`src/rtl/irqc_pkg.sv`:
```
package irqc_pkg;
  localparam int NUM_MASK = 12;
  localparam int IDX_W    = 4;

  localparam logic [15:0] VEC_RESET = 16'hFFFE;
  localparam logic [15:0] VEC_BRK   = 16'hFFDE;

  typedef enum logic [2:0] {
    ADR_REQ_LO = 3'd0,
    ADR_REQ_HI = 3'd1,
    ADR_EN_LO  = 3'd2,
    ADR_EN_HI  = 3'd3,
    ADR_POL    = 3'd4
  } reg_addr_e;

  // priority index of each maskable source (0 = highest)
  localparam int SRC_DISP  = 0;
  localparam int SRC_PIN1  = 1;
  localparam int SRC_PIN0  = 2;
  localparam int SRC_TMR4  = 3;
  localparam int SRC_TICK  = 4;
  localparam int SRC_VSYNC = 5;
  localparam int SRC_TMR3  = 6;
  localparam int SRC_TMR2  = 7;
  localparam int SRC_TMR1  = 8;
  localparam int SRC_SER   = 9;
  localparam int SRC_I2C   = 10;
  localparam int SRC_PIN2  = 11;

  function automatic logic [15:0] mask_vector(input logic [IDX_W-1:0] idx);
    logic [15:0] v;
    case (idx)
      4'd0:    v = 16'hFFFC;
      4'd1:    v = 16'hFFFA;
      4'd2:    v = 16'hFFF8;
      4'd3:    v = 16'hFFF4;  // FFF6 left unused
      4'd4:    v = 16'hFFF2;
      4'd5:    v = 16'hFFF0;
      4'd6:    v = 16'hFFEE;
      4'd7:    v = 16'hFFEC;
      4'd8:    v = 16'hFFEA;
      4'd9:    v = 16'hFFE8;
      4'd10:   v = 16'hFFE6;
      default: v = 16'hFFE4;
    endcase
    return v;
  endfunction
endpackage

```
`src/rtl/irqc_pin_edge.sv`:
```
module irqc_pin_edge #(
  parameter int N_PINS      = 3,
  parameter int SYNC_STAGES = 2
) (
  input  logic              clk,
  input  logic              rst_n,
  input  logic [N_PINS-1:0] pin_i,
  input  logic [N_PINS-1:0] fall_sel,
  output logic [N_PINS-1:0] edge_o
);
  for (genvar g = 0; g < N_PINS; g++) begin : g_pin
    // chain[0..SYNC_STAGES-1] synchronizer, chain[SYNC_STAGES] previous level
    logic [SYNC_STAGES:0] chain_q, chain_d;

    always_comb chain_d = {chain_q[SYNC_STAGES-1:0], pin_i[g]};

    always_ff @(posedge clk or negedge rst_n) begin
      if (!rst_n) chain_q <= '0;
      else        chain_q <= chain_d;
    end

    always_comb begin
      if (fall_sel[g]) edge_o[g] = chain_q[SYNC_STAGES] & ~chain_q[SYNC_STAGES-1];
      else             edge_o[g] = chain_q[SYNC_STAGES-1] & ~chain_q[SYNC_STAGES];
    end

    // one level change yields one event while the polarity stays put
    assert_edge_once_R8: assert property (@(posedge clk) disable iff (!rst_n)
      edge_o[g] |=> (!$stable(fall_sel[g]) || !edge_o[g]));
  end
endmodule

```
`src/rtl/irqc_tick.sv`:
```
module irqc_tick #(
  parameter int DIV = 4096
) (
  input  logic clk,
  input  logic rst_n,
  output logic tick_o
);
  localparam int CW = $clog2(DIV);
  localparam logic [CW-1:0] LAST = CW'(DIV - 1);

  logic [CW-1:0] cnt_q, cnt_d;

  always_comb begin
    tick_o = (cnt_q == LAST);
    cnt_d  = tick_o ? '0 : cnt_q + 1'b1;
  end

  always_ff @(posedge clk or negedge rst_n) begin
    if (!rst_n) cnt_q <= '0;
    else        cnt_q <= cnt_d;
  end

  assert_tick_single_R9: assert property (@(posedge clk) disable iff (!rst_n)
    tick_o |=> !tick_o);
endmodule

```
`src/rtl/irqc_req_bank.sv`:
```
module irqc_req_bank
  import irqc_pkg::*;
#(
  parameter int N      = NUM_MASK,
  parameter int N_PINS = 3
) (
  input  logic              clk,
  input  logic              rst_n,
  input  logic [N-1:0]      set_ev,
  input  logic [N-1:0]      clr_ack,
  input  logic              wr,
  input  logic [2:0]        addr,
  input  logic [7:0]        wdata,
  output logic [7:0]        rdata,
  output logic [N-1:0]      req_q,
  output logic [N-1:0]      en_q,
  output logic [N_PINS-1:0] fall_sel
);
  localparam int HI_W    = N - 8;
  localparam int POL_LSB = 3;

  logic [N-1:0]      req_d, en_d, sw_keep;
  logic [N_PINS-1:0] pol_q, pol_d;

  always_comb begin
    sw_keep = '1;
    en_d    = en_q;
    pol_d   = pol_q;
    if (wr) begin
      case (reg_addr_e'(addr))
        ADR_REQ_LO: sw_keep[7:0]    = wdata;
        ADR_REQ_HI: sw_keep[N-1:8]  = wdata[HI_W-1:0];
        ADR_EN_LO:  en_d[7:0]       = wdata;
        ADR_EN_HI:  en_d[N-1:8]     = wdata[HI_W-1:0];
        ADR_POL:    pol_d           = wdata[POL_LSB+N_PINS-1:POL_LSB];
        default: ;
      endcase
    end
    // hardware set dominates both software clear and accept clear
    req_d = set_ev | (req_q & sw_keep & ~clr_ack);
  end

  always_ff @(posedge clk or negedge rst_n) begin
    if (!rst_n) begin
      req_q <= '0;
      en_q  <= '0;
      pol_q <= '0;
    end else begin
      req_q <= req_d;
      en_q  <= en_d;
      pol_q <= pol_d;
    end
  end

  assign fall_sel = pol_q;

  always_comb begin
    rdata = '0;
    case (reg_addr_e'(addr))
      ADR_REQ_LO: rdata = req_q[7:0];
      ADR_REQ_HI: rdata[HI_W-1:0] = req_q[N-1:8];
      ADR_EN_LO:  rdata = en_q[7:0];
      ADR_EN_HI:  rdata[HI_W-1:0] = en_q[N-1:8];
      ADR_POL:    rdata[POL_LSB+N_PINS-1:POL_LSB] = pol_q;
      default: ;
    endcase
  end

  for (genvar k = 0; k < N; k++) begin : g_chk
    assert_sw_no_set_R5: assert property (@(posedge clk) disable iff (!rst_n)
      $rose(req_q[k]) |-> $past(set_ev[k]));
    assert_set_wins_R10: assert property (@(posedge clk) disable iff (!rst_n)
      set_ev[k] |=> req_q[k]);
    assert_ack_clears_R4: assert property (@(posedge clk) disable iff (!rst_n)
      (clr_ack[k] && !set_ev[k]) |=> !req_q[k]);
  end
endmodule

```
`src/rtl/irq_vector_ctrl.sv`:
```
module irq_vector_ctrl
  import irqc_pkg::*;
#(
  parameter int TICK_DIV    = 4096,
  parameter int SYNC_STAGES = 2
) (
  input  logic        clk,
  input  logic        rst_n,
  input  logic        cpu_iflag,
  input  logic        irq_ack,
  input  logic        brk_req,
  input  logic        disp_done_pulse,
  input  logic        vsync_pulse,
  input  logic [3:0]  tmr_ovf,
  input  logic        ser_pulse,
  input  logic        i2c_pulse,
  input  logic [2:0]  ext_pin,
  input  logic        reg_wr,
  input  logic [2:0]  reg_addr,
  input  logic [7:0]  reg_wdata,
  output logic [7:0]  reg_rdata,
  output logic        irq_pending,
  output logic [15:0] irq_vector,
  output logic [15:0] ack_vector,
  output logic        set_iflag
);
  localparam int N      = NUM_MASK;
  localparam int N_PINS = 3;

  logic [N_PINS-1:0] pin_edge, fall_sel;
  logic              tick;
  logic [N-1:0]      set_ev, clr_ack, req_q, en_q, ready;
  logic              win_any, take;
  logic [IDX_W-1:0]  win_idx;
  logic              rst_pend_q, rst_pend_d;
  logic              brk_q, brk_d;
  logic [15:0]       ack_vec_q, ack_vec_d;

  irqc_pin_edge #(.N_PINS(N_PINS), .SYNC_STAGES(SYNC_STAGES)) u_pins (
    .clk(clk), .rst_n(rst_n), .pin_i(ext_pin), .fall_sel(fall_sel), .edge_o(pin_edge));

  irqc_tick #(.DIV(TICK_DIV)) u_tick (.clk(clk), .rst_n(rst_n), .tick_o(tick));

  always_comb begin
    set_ev            = '0;
    set_ev[SRC_DISP]  = disp_done_pulse;
    set_ev[SRC_PIN1]  = pin_edge[1];
    set_ev[SRC_PIN0]  = pin_edge[0];
    set_ev[SRC_TMR4]  = tmr_ovf[3];
    set_ev[SRC_TICK]  = tick;
    set_ev[SRC_VSYNC] = vsync_pulse;
    set_ev[SRC_TMR3]  = tmr_ovf[2];
    set_ev[SRC_TMR2]  = tmr_ovf[1];
    set_ev[SRC_TMR1]  = tmr_ovf[0];
    set_ev[SRC_SER]   = ser_pulse;
    set_ev[SRC_I2C]   = i2c_pulse;
    set_ev[SRC_PIN2]  = pin_edge[2];
  end

  irqc_req_bank #(.N(N), .N_PINS(N_PINS)) u_bank (
    .clk(clk), .rst_n(rst_n), .set_ev(set_ev), .clr_ack(clr_ack),
    .wr(reg_wr), .addr(reg_addr), .wdata(reg_wdata), .rdata(reg_rdata),
    .req_q(req_q), .en_q(en_q), .fall_sel(fall_sel));

  // winner search: lowest index among ready sources
  always_comb begin
    ready   = req_q & en_q & {N{~cpu_iflag}};
    win_any = 1'b0;
    win_idx = '0;
    for (int i = N - 1; i >= 0; i--) begin
      if (ready[i]) begin
        win_any = 1'b1;
        win_idx = IDX_W'(i);
      end
    end
  end

  always_comb begin
    irq_pending = rst_pend_q | win_any | brk_q;
    if (rst_pend_q)   irq_vector = VEC_RESET;
    else if (win_any) irq_vector = mask_vector(win_idx);
    else if (brk_q)   irq_vector = VEC_BRK;
    else              irq_vector = '0;
    take      = irq_ack & irq_pending;
    set_iflag = take;
    clr_ack   = '0;
    if (take && !rst_pend_q && win_any) clr_ack[win_idx] = 1'b1;
    rst_pend_d = rst_pend_q & ~take;
    brk_d      = brk_req | (brk_q & ~(take & ~rst_pend_q & ~win_any));
    ack_vec_d  = take ? irq_vector : ack_vec_q;
  end

  always_ff @(posedge clk or negedge rst_n) begin
    if (!rst_n) begin
      rst_pend_q <= 1'b1;
      brk_q      <= 1'b0;
      ack_vec_q  <= '0;
    end else begin
      rst_pend_q <= rst_pend_d;
      brk_q      <= brk_d;
      ack_vec_q  <= ack_vec_d;
    end
  end

  assign ack_vector = ack_vec_q;

  assert_mask_gate_R3: assert property (@(posedge clk) disable iff (!rst_n)
    (irq_pending && cpu_iflag) |-> (irq_vector == VEC_RESET || irq_vector == VEC_BRK));
  assert_one_clear_R4: assert property (@(posedge clk) disable iff (!rst_n)
    $onehot0(clr_ack));
  assert_latch_vec_R4: assert property (@(posedge clk) disable iff (!rst_n)
    take |=> (ack_vector == $past(irq_vector)));
  assert_brk_drops_R7: assert property (@(posedge clk) disable iff (!rst_n)
    (take && irq_vector == VEC_BRK && !brk_req) |=> !brk_q);
endmodule

```
`config.mk`:
```
export PLATFORM = sky130hd
export DESIGN_NAME = irq_vector_ctrl
export DESIGN_NICKNAME = d
export VERILOG_FILES = /design/src/rtl/irqc_pkg.sv /design/src/rtl/irqc_pin_edge.sv /design/src/rtl/irqc_tick.sv /design/src/rtl/irqc_req_bank.sv /design/src/rtl/irq_vector_ctrl.sv
export SDC_FILE = /design/constraint.sdc
export NUM_CORES = 1
export LEC_CHECK = 0
export BUFFER_PORTS_ARGS = -buffer_cell sky130_fd_sc_hd__buf_2
export CORE_UTILIZATION = 45
export CTS_CLUSTER_DIAMETER = 40
export CTS_CLUSTER_SIZE = 14
export DETAILED_ROUTE_END_ITERATION = 12
export GPL_TIMING_DRIVEN = 0
export HOLD_SLACK_MARGIN = 0.02
export PLACE_DENSITY = 0.71
export SKIP_CTS_REPAIR_TIMING = 1
export SLEW_MARGIN = 20
export SYNTH_ARGS = -nofsm -noshare
export SYNTH_HDL_FRONTEND = slang
export SYNTH_SLANG_ARGS = --single-unit
```
`constraint.sdc`:
```
create_clock -name clk -period 2 [get_ports clk]
set_clock_uncertainty 0.1 [all_clocks]
set_input_delay 0.4 -clock clk [delete_from_list [all_inputs] [get_ports clk]]
set_output_delay 0.4 -clock clk [all_outputs]
set_load 0.05 [all_outputs]
```
==> reports/qor.csv, run 1 <==
stage,metric,value,unit
worst_setup_path,cp_data_arrival_time,2250,ps
timing,fin_crit,2750,ps
final_layout,antenna_cells,0,
timing,tightest_slew,706,ps
global_routing,overflow,0,
place,dpl.cell_count,433,
floorplanning,start_util,47.8,%
outcome,outcome,"finished, violations left",
place,gp_congestion,0.861,
pwr,ir_drop,0.494,mV
timing,fmax,0.363,GHz
floorplanning,dieArea,0.00723,sq mm
synthesis,ys_async_sr_fraction,100,%
final_layout,final_nets,410,
worst_setup_path,critPathSlowestCell,dfrtp_2,
routing,vias_per_cell,5.57,
timing,timing.hold.ws,25.4,ps
synthesis,avgSynthCellArea,10.8,sq um
synthesis,synth_warnings,0,
worst_setup_path,endpoint_kind,output port,
global_routing,grt_pass1_wl,11.0,mm
timing,final.period_utilization,138,%
hold_path,min_path_type,in2async,
routing,wirelength,7.51,mm
synthesis,synth_top_area_share,44.3,%
clock_network,cts_buffers,5,
clock_network,htreeDepth,2,
routing,first_pass_iters,4,
worst_setup_path,r2r-start,u_bank.req_q[4],
synthesis,synth.area.top_cells,"dfrtp_1 44%, mux2_2 5.4%, buf_4 5.3%",
floorplanning,coreArea,0.00649,sq mm
worst_setup_path,start_kind,flop,
timing,drv_slew,0,
routing,num_vias,2536,
worst_setup_path,critPathMaxStageDelay,500,ps
synthesis,synthFlopType,dfrtp_1,
global_routing,grt_max_degree,57,
routing,drc,0,
synthesis,ys_seq_elements,56,
clock_network,clockBufferDepth,2,
global_routing,grt_pass1_vias,2257,
timing,max_slew_margin,53.0,%
worst_setup_path,crit_start,u_bank.req_q[4],
pwr,leakage,1.83,nW
clock_network,cts.clk_slew.worst_paths,110,ps
place,port_buffers,67,
flow_run,max_cap_viol_count,0,
floorplanning,die_w,85.1,microns
worst_setup_path,crit_fanout,5,
clock_network,cts_root_buf,clkbuf_8,
clock_network,clkSinkCount,56,
outcome,violations,setup timing,
floorplanning,pin_count,70,
clock_network,cts_tree,done,
global_routing,antenna_found_initial,0,
place,place_ws,-642,ps
worst_setup_path,cp.required,1500,ps
floorplanning,die_height,85.1,microns
final_layout,nFillCells,497,
synthesis,netlist_instances,288,
worst_setup_path,cp_cell_sequence,"a221oi_4, buf_4, a2bb2oi_2, nand2_1, o21a_2, ha_4, inv_2, mux2i_2, nand2_2, buf_8",
place,hpwl,5.15,mm
global_routing,grt_use_total,19.7,%
synthesis,synth_seq_area_share,45.2,%
timing,rsz0062_at_grt,yes,
worst_setup_path,critical_path_class,reg2out,
pwr,power_density,867,mW/mm^2
timing,finalSetupViolations,36,
final_layout,syn2layout_area_growth,36.1,%
final_layout,finalNonFillerCells,455,
routing,antenna_left,0,
timing,timing.final.ws_setup,-752,ps
synthesis,yosysUniqueCellTypes,59,
routing,drt-initial-drc-count,196,
final_layout,drive_gt1_share,53.4,%
synthesis,yosys.area.top_type,dfrtp_1,
floorplanning,rows,29,
timing,hold_viol,0,
synthesis,synth_edf_count,0,
synthesis,mappedNetlistArea,0.00310,sq mm
clock_network,clock_latency,320,ps
routing,post_drt_wl_per_cell,16.5,microns
-- logic make-up (layout without fill, tap and decap cells) --
| family | Yosys count | after routing | synth area share, % |
|---|---|---|---|
| other | 1 | 2 | 0.121 |
| flip-flops | 56 | 56 | 45.2 |
| AO/OA/AOI/OAI | 56 | 56 | 16.0 |
| adder cells (fa/ha/maj) | 5 | 5 | 2.02 |
| multiplexers | 24 | 24 | 9.55 |
| buffers and inverters | 34 | 122 | 6.77 |
| XOR/XNOR | 9 | 9 | 2.54 |
| AND/OR/NAND/NOR | 103 | 104 | 17.8 |
-- sequential cells by signal (all words and copies together), names as in the netlist --
name and count:
u_tick.cnt_q 12, ack_vector 6, u_bank.fall_sel 3, rst_pend_q 1, brk_q 1, u_bank.req_q 12
u_bank.en_q 12, u_pins.g_pin.chain_q 9
-- synthesized netlist by cell type, types with 2 or more instances --
| master | number |
|---|---|
| inv_1 | 3 |
| or2_2 | 3 |
| o211ai_1 | 2 |
| o21ai_0 | 7 |
| nand4_1 | 4 |
| clkbuf_1 | 8 |
| o31ai_1 | 2 |
| o221ai_1 | 8 |
| nor2b_1 | 11 |
| a22oi_2 | 2 |
| or4_1 | 2 |
| a22o_1 | 3 |
| a22oi_4 | 2 |
| a31oi_1 | 5 |
| nand2b_1 | 6 |
| mux2i_1 | 6 |
| and3_1 | 5 |
| xnor2_1 | 3 |
| mux2_2 | 15 |
| nand3_1 | 4 |
| nor4_1 | 2 |
| mux4_2 | 3 |
| xor2_1 | 6 |
| or2_1 | 2 |
| a21oi_1 | 8 |
| buf_4 | 22 |
| nand3b_1 | 5 |
| nand2_1 | 28 |
| nor2_1 | 18 |
| nor3_1 | 5 |
| a32o_1 | 2 |
| ha_1 | 5 |
| dfrtp_1 | 55 |
-- worst max-delay path, delay by kind of cell, from the launching register on --
family / cells / cell delay [ps]
buffers and inverters: 3 / 340
AO/OA/AOI/OAI: 3 / 570
AND/OR/NAND/NOR: 2 / 180
adder cells (fa/ha/maj): 1 / 150
flip-flops: 1 / 500
multiplexers: 1 / 190
-- through the flow --
| stage | util [%] | setup TNS, ps | instance area, sq um | power [mW] |
|---|---|---|---|---|
| after floorplan | - | -2460 | 3220 | 2.36 |
| after global placement | 56.2 | -10540 | 3650 | 2.65 |
| after detailed placement | 56.2 | -11450 | 3650 | 2.67 |
| after CTS | 57.6 | -16130 | 3740 | 3.32 |
| after global routing | 65.0 | -16010 | 4220 | 3.83 |
| final | 65.0 | -12710 | 4220 | 3.66 |
-- final timing paths --
path | end | slack [ps] | depth (start not counted)
setup / recovery | irq_vector[3] | -750 | 10
hold / removal | u_pins.g_pin[2].chain_q[1] | 30 | 1
setup reg to reg | u_bank.req_q[1] | -170 | 10
hold reg to reg | u_pins.g_pin[0].chain_q[1] | 250 | 0
max in group asynchronous | u_bank.req_q[2] | 1260 | 1
min in group clk | u_pins.g_pin[0].chain_q[0] | 90 | 1
-- per-layer routing --
layer / GRT usage, % / share of wire, % / wire (microns) / up-vias
li1: - / - / - / 1213
met1: 26.3 / 46 / 3440 / 1216
met2: 31.5 / 47 / 3520 / 94
met3: 4.47 / 5.6 / 422 / 13
met4: 7.40 / 1.8 / 134 / 0
met5: 0 / 0 / 0 / -
-- placed cells by master, fill, tap and decap left out, types with 3 or more instances in the layout --
master,netlist,routed
buf_2,0,45
dfrtp_1,55,44
buf_6,0,29
buf_4,22,23
nand2_1,28,21
mux2_2,15,15
nor2_1,18,14
dfrtp_2,0,11
o221ai_2,0,8
nor2b_1,11,7
o21ai_0,7,6
a21oi_1,8,6
clkbuf_1,8,6
nand2b_1,6,6
xor2_1,6,6
clkbuf_8,0,6
nand2_2,0,5
a31oi_1,5,5
and3_1,5,5
mux2i_1,6,5
nand3b_1,5,5
nand4_1,4,4
nand3_1,4,4
buf_8,0,4
a22o_1,3,3
nor3_2,0,3
clkbuf_4,0,3
nor2_2,0,3
mux4_2,3,3
xnor2_1,3,3
or4_4,1,3
-- area by class of cell --
class	count	area, sq um	area share (%)
plain buffers	31	245	5.81
repair buffers	80	589	14.0
flip-flops and latches	56	1420	33.5
clock inverters	2	10.0	0.237
well taps	77	96.3	2.28
inverters	3	11.3	0.267
clock buffers	6	82.6	1.95
multi-input cells	200	1770	42.0
-- power breakdown --
part | leakage [nW] | internal [mW] | switching (mW)
logic | 1.15 | 0.662 | 0.905
registers | 0.630 | 1.27 | 0.176
clock network | 0.0510 | 0.278 | 0.372
total | 1.83 | 2.21 | 1.45
(Power assumes the default switching activity.)
==> inputs of run 2 (changes only) <==
- CORE_UTILIZATION: 45 -> 30
- PLACE_DENSITY: 0.71 -> not set
==> run 2 against run 1 <==
Net effect: the run still ends with setup timing left; design area up 3.2%; routed wire length rose by 8.6%; combinational power hardly changed; sequential cell count is the same; clock power about the same; clock-buffer cell count down 1; sequential power hardly changed; setup slack lost 7.0 ps; power barely moved; critical path depth is 2 lower; highest routed layer unchanged.
==> reports/qor.csv, run 2 (same netlist as run 1, synthesis figures left out) <==
stage,metric,value,unit
final_layout,final_cell_area,0.00436,sq mm
clock_network,cts.clk_slew.worst_paths,110,ps
routing,drc,0,
clock_network,cts_root_buf,clkbuf_8,
timing,fmax,0.362,GHz
timing,timing.final.ws_setup,-759,ps
global_routing,antenna_found_initial,0,
worst_setup_path,cp_data_arrival_time,2260,ps
final_layout,multi_input_area,0.00175,sq mm
clock_network,htreeDepth,2,
floorplanning,start_util,31.3,%
floorplanning,die_w,104,microns
pwr,leakage,1.86,nW
routing,post_drt_wl_per_cell,15.8,microns
final_layout,nFillCells,938,
hold_path,min_path_type,in2async,
timing,hold_viol,0,
final_layout,layout_common_cells,"45 x dfrtp_1, 45 x buf_2, 33 x buf_6, 28 x buf_4, 20 x nand2_1",
worst_setup_path,critical_path_class,reg2out,
worst_setup_path,cp.required,1500,ps
timing,timing.hold.ws,17.9,ps
timing,tightest_slew,723,ps
routing,drt-initial-drc-count,102,
timing,max_slew_margin,51.8,%
pwr,fin_total_pwr,3.66,mW
place,port_buffers,67,
final_layout,syn2layout_area_growth,40.4,%
place,dpl-instance-area,0.00372,sq mm
final_layout,seq_area,0.00142,sq mm
routing,vias_per_cell,5.08,
outcome,violations,setup timing,
place,hpwl,5.73,mm
pwr,ir_drop,0.406,mV
place,place_ws,-662,ps
final_layout,final_nets,417,
floorplanning,die_height,104,microns
floorplanning,dieArea,0.0108,sq mm
global_routing,grt_pass1_vias,2428,
timing,setup-tns-final,-13300,ps
clock_network,clockBufferDepth,2,
flow_run,max_cap_viol_count,0,
timing,finalSetupViolations,36,
place,gp_congestion,0.799,
outcome,outcome,"finished, violations left",
final_layout,largestRegisters,"u_bank.en_q x12, u_bank.req_q x12, u_tick.cnt_q x12",
timing,drv_slew,0,
final_layout,drive_gt1_share,53.0,%
routing,num_vias,2630,
pwr,power_density,840,mW/mm^2
global_routing,grt_use_total,14.3,%
routing,first_pass_iters,4,
routing,antenna_left,0,
global_routing,grt_pass1_wl,12.5,mm
timing,final.period_utilization,138,%
routing,wirelength,8.16,mm
global_routing,grt_max_degree,57,
final_layout,final_core_util,44.0,%
floorplanning,coreArea,0.00991,sq mm
final_layout,antenna_cells,0,
clock_network,clock_latency,320,ps
floorplanning,pin_count,70,
global_routing,overflow,0,
floorplanning,rows,36,
final_layout,finalNonFillerCells,518,
clock_network,cts_tree,done,
worst_setup_path,crit_fanout,5,
place,dpl.cell_count,489,
worst_setup_path,endpoint_kind,output port,
clock_network,clkSinkCount,56,
clock_network,cts_buffers,5,
timing,fin_crit,2760,ps
timing,rsz0062_at_grt,yes,
worst_setup_path,start_kind,flop,
run 2: changes by cell type in the layout (fill, tap and decap cells not counted), moves of 2 or more:
cell | before | now
nand2_2 | 5 | 7
clkinv_2 | 2 | 0
buf_8 | 4 | 6
clkinvlp_4 | 0 | 2
clkbuf_4 | 3 | 0
buf_6 | 29 | 33
o221ai_2 | 8 | 6
buf_4 | 23 | 28
run 2: cell type report:
cell class	instances	area share, %
tap	133	3.82
inverter	3	0.258
sequential	56	32.5
multi-input combinational	200	40.2
clock buffer	5	1.58
buffer	31	5.94
clock inverter	3	0.546
timing repair buffer	87	15.2
run 2: report_power, final:
group	internal [mW]	switching, mW
logic	0.666	0.903
registers	1.27	0.173
clock network	0.250	0.400
run 2: path summary, 6_finish.rpt:
kind / slack, ps / startpoint / endpoint / depth (start not counted)
min in group clk: 90 / ext_pin[0] / u_pins.g_pin[0].chain_q[0] / 1
worst max register to register: -260 / u_bank.req_q[4] / u_bank.req_q[1] / 9
max in group asynchronous: 1240 / rst_n / u_bank.req_q[9] / 1
worst min register to register: 260 / u_pins.g_pin[2].chain_q[0] / u_pins.g_pin[2].chain_q[1] / 0
worst max-delay path: -760 / u_bank.en_q[6] / irq_vector[1] / 8
worst min-delay path: 20 / rst_n / ack_vector[5] / 1
run 2: critical path, stage by stage, from the launching register on:
cell	delay, ps
dfrtp_2	450
buf_6	130
a22oi_4	240
a41oi_4	210
buf_6	170
or4_4	450
o31ai_4	100
nor2_4	50
buf_6	150
run 2: routing by layer:
| metal | share of wire (%) | vias up | global-route usage [%] |
|---|---|---|---|
| met5 | 0 | - | 0 |
| met1 | 46 | 1295 | 19.6 |
| li1 | - | 1233 | - |
| met2 | 48 | 93 | 23.1 |
| met4 | 0.97 | 0 | 3.37 |
| met3 | 5.2 | 9 | 2.89 |
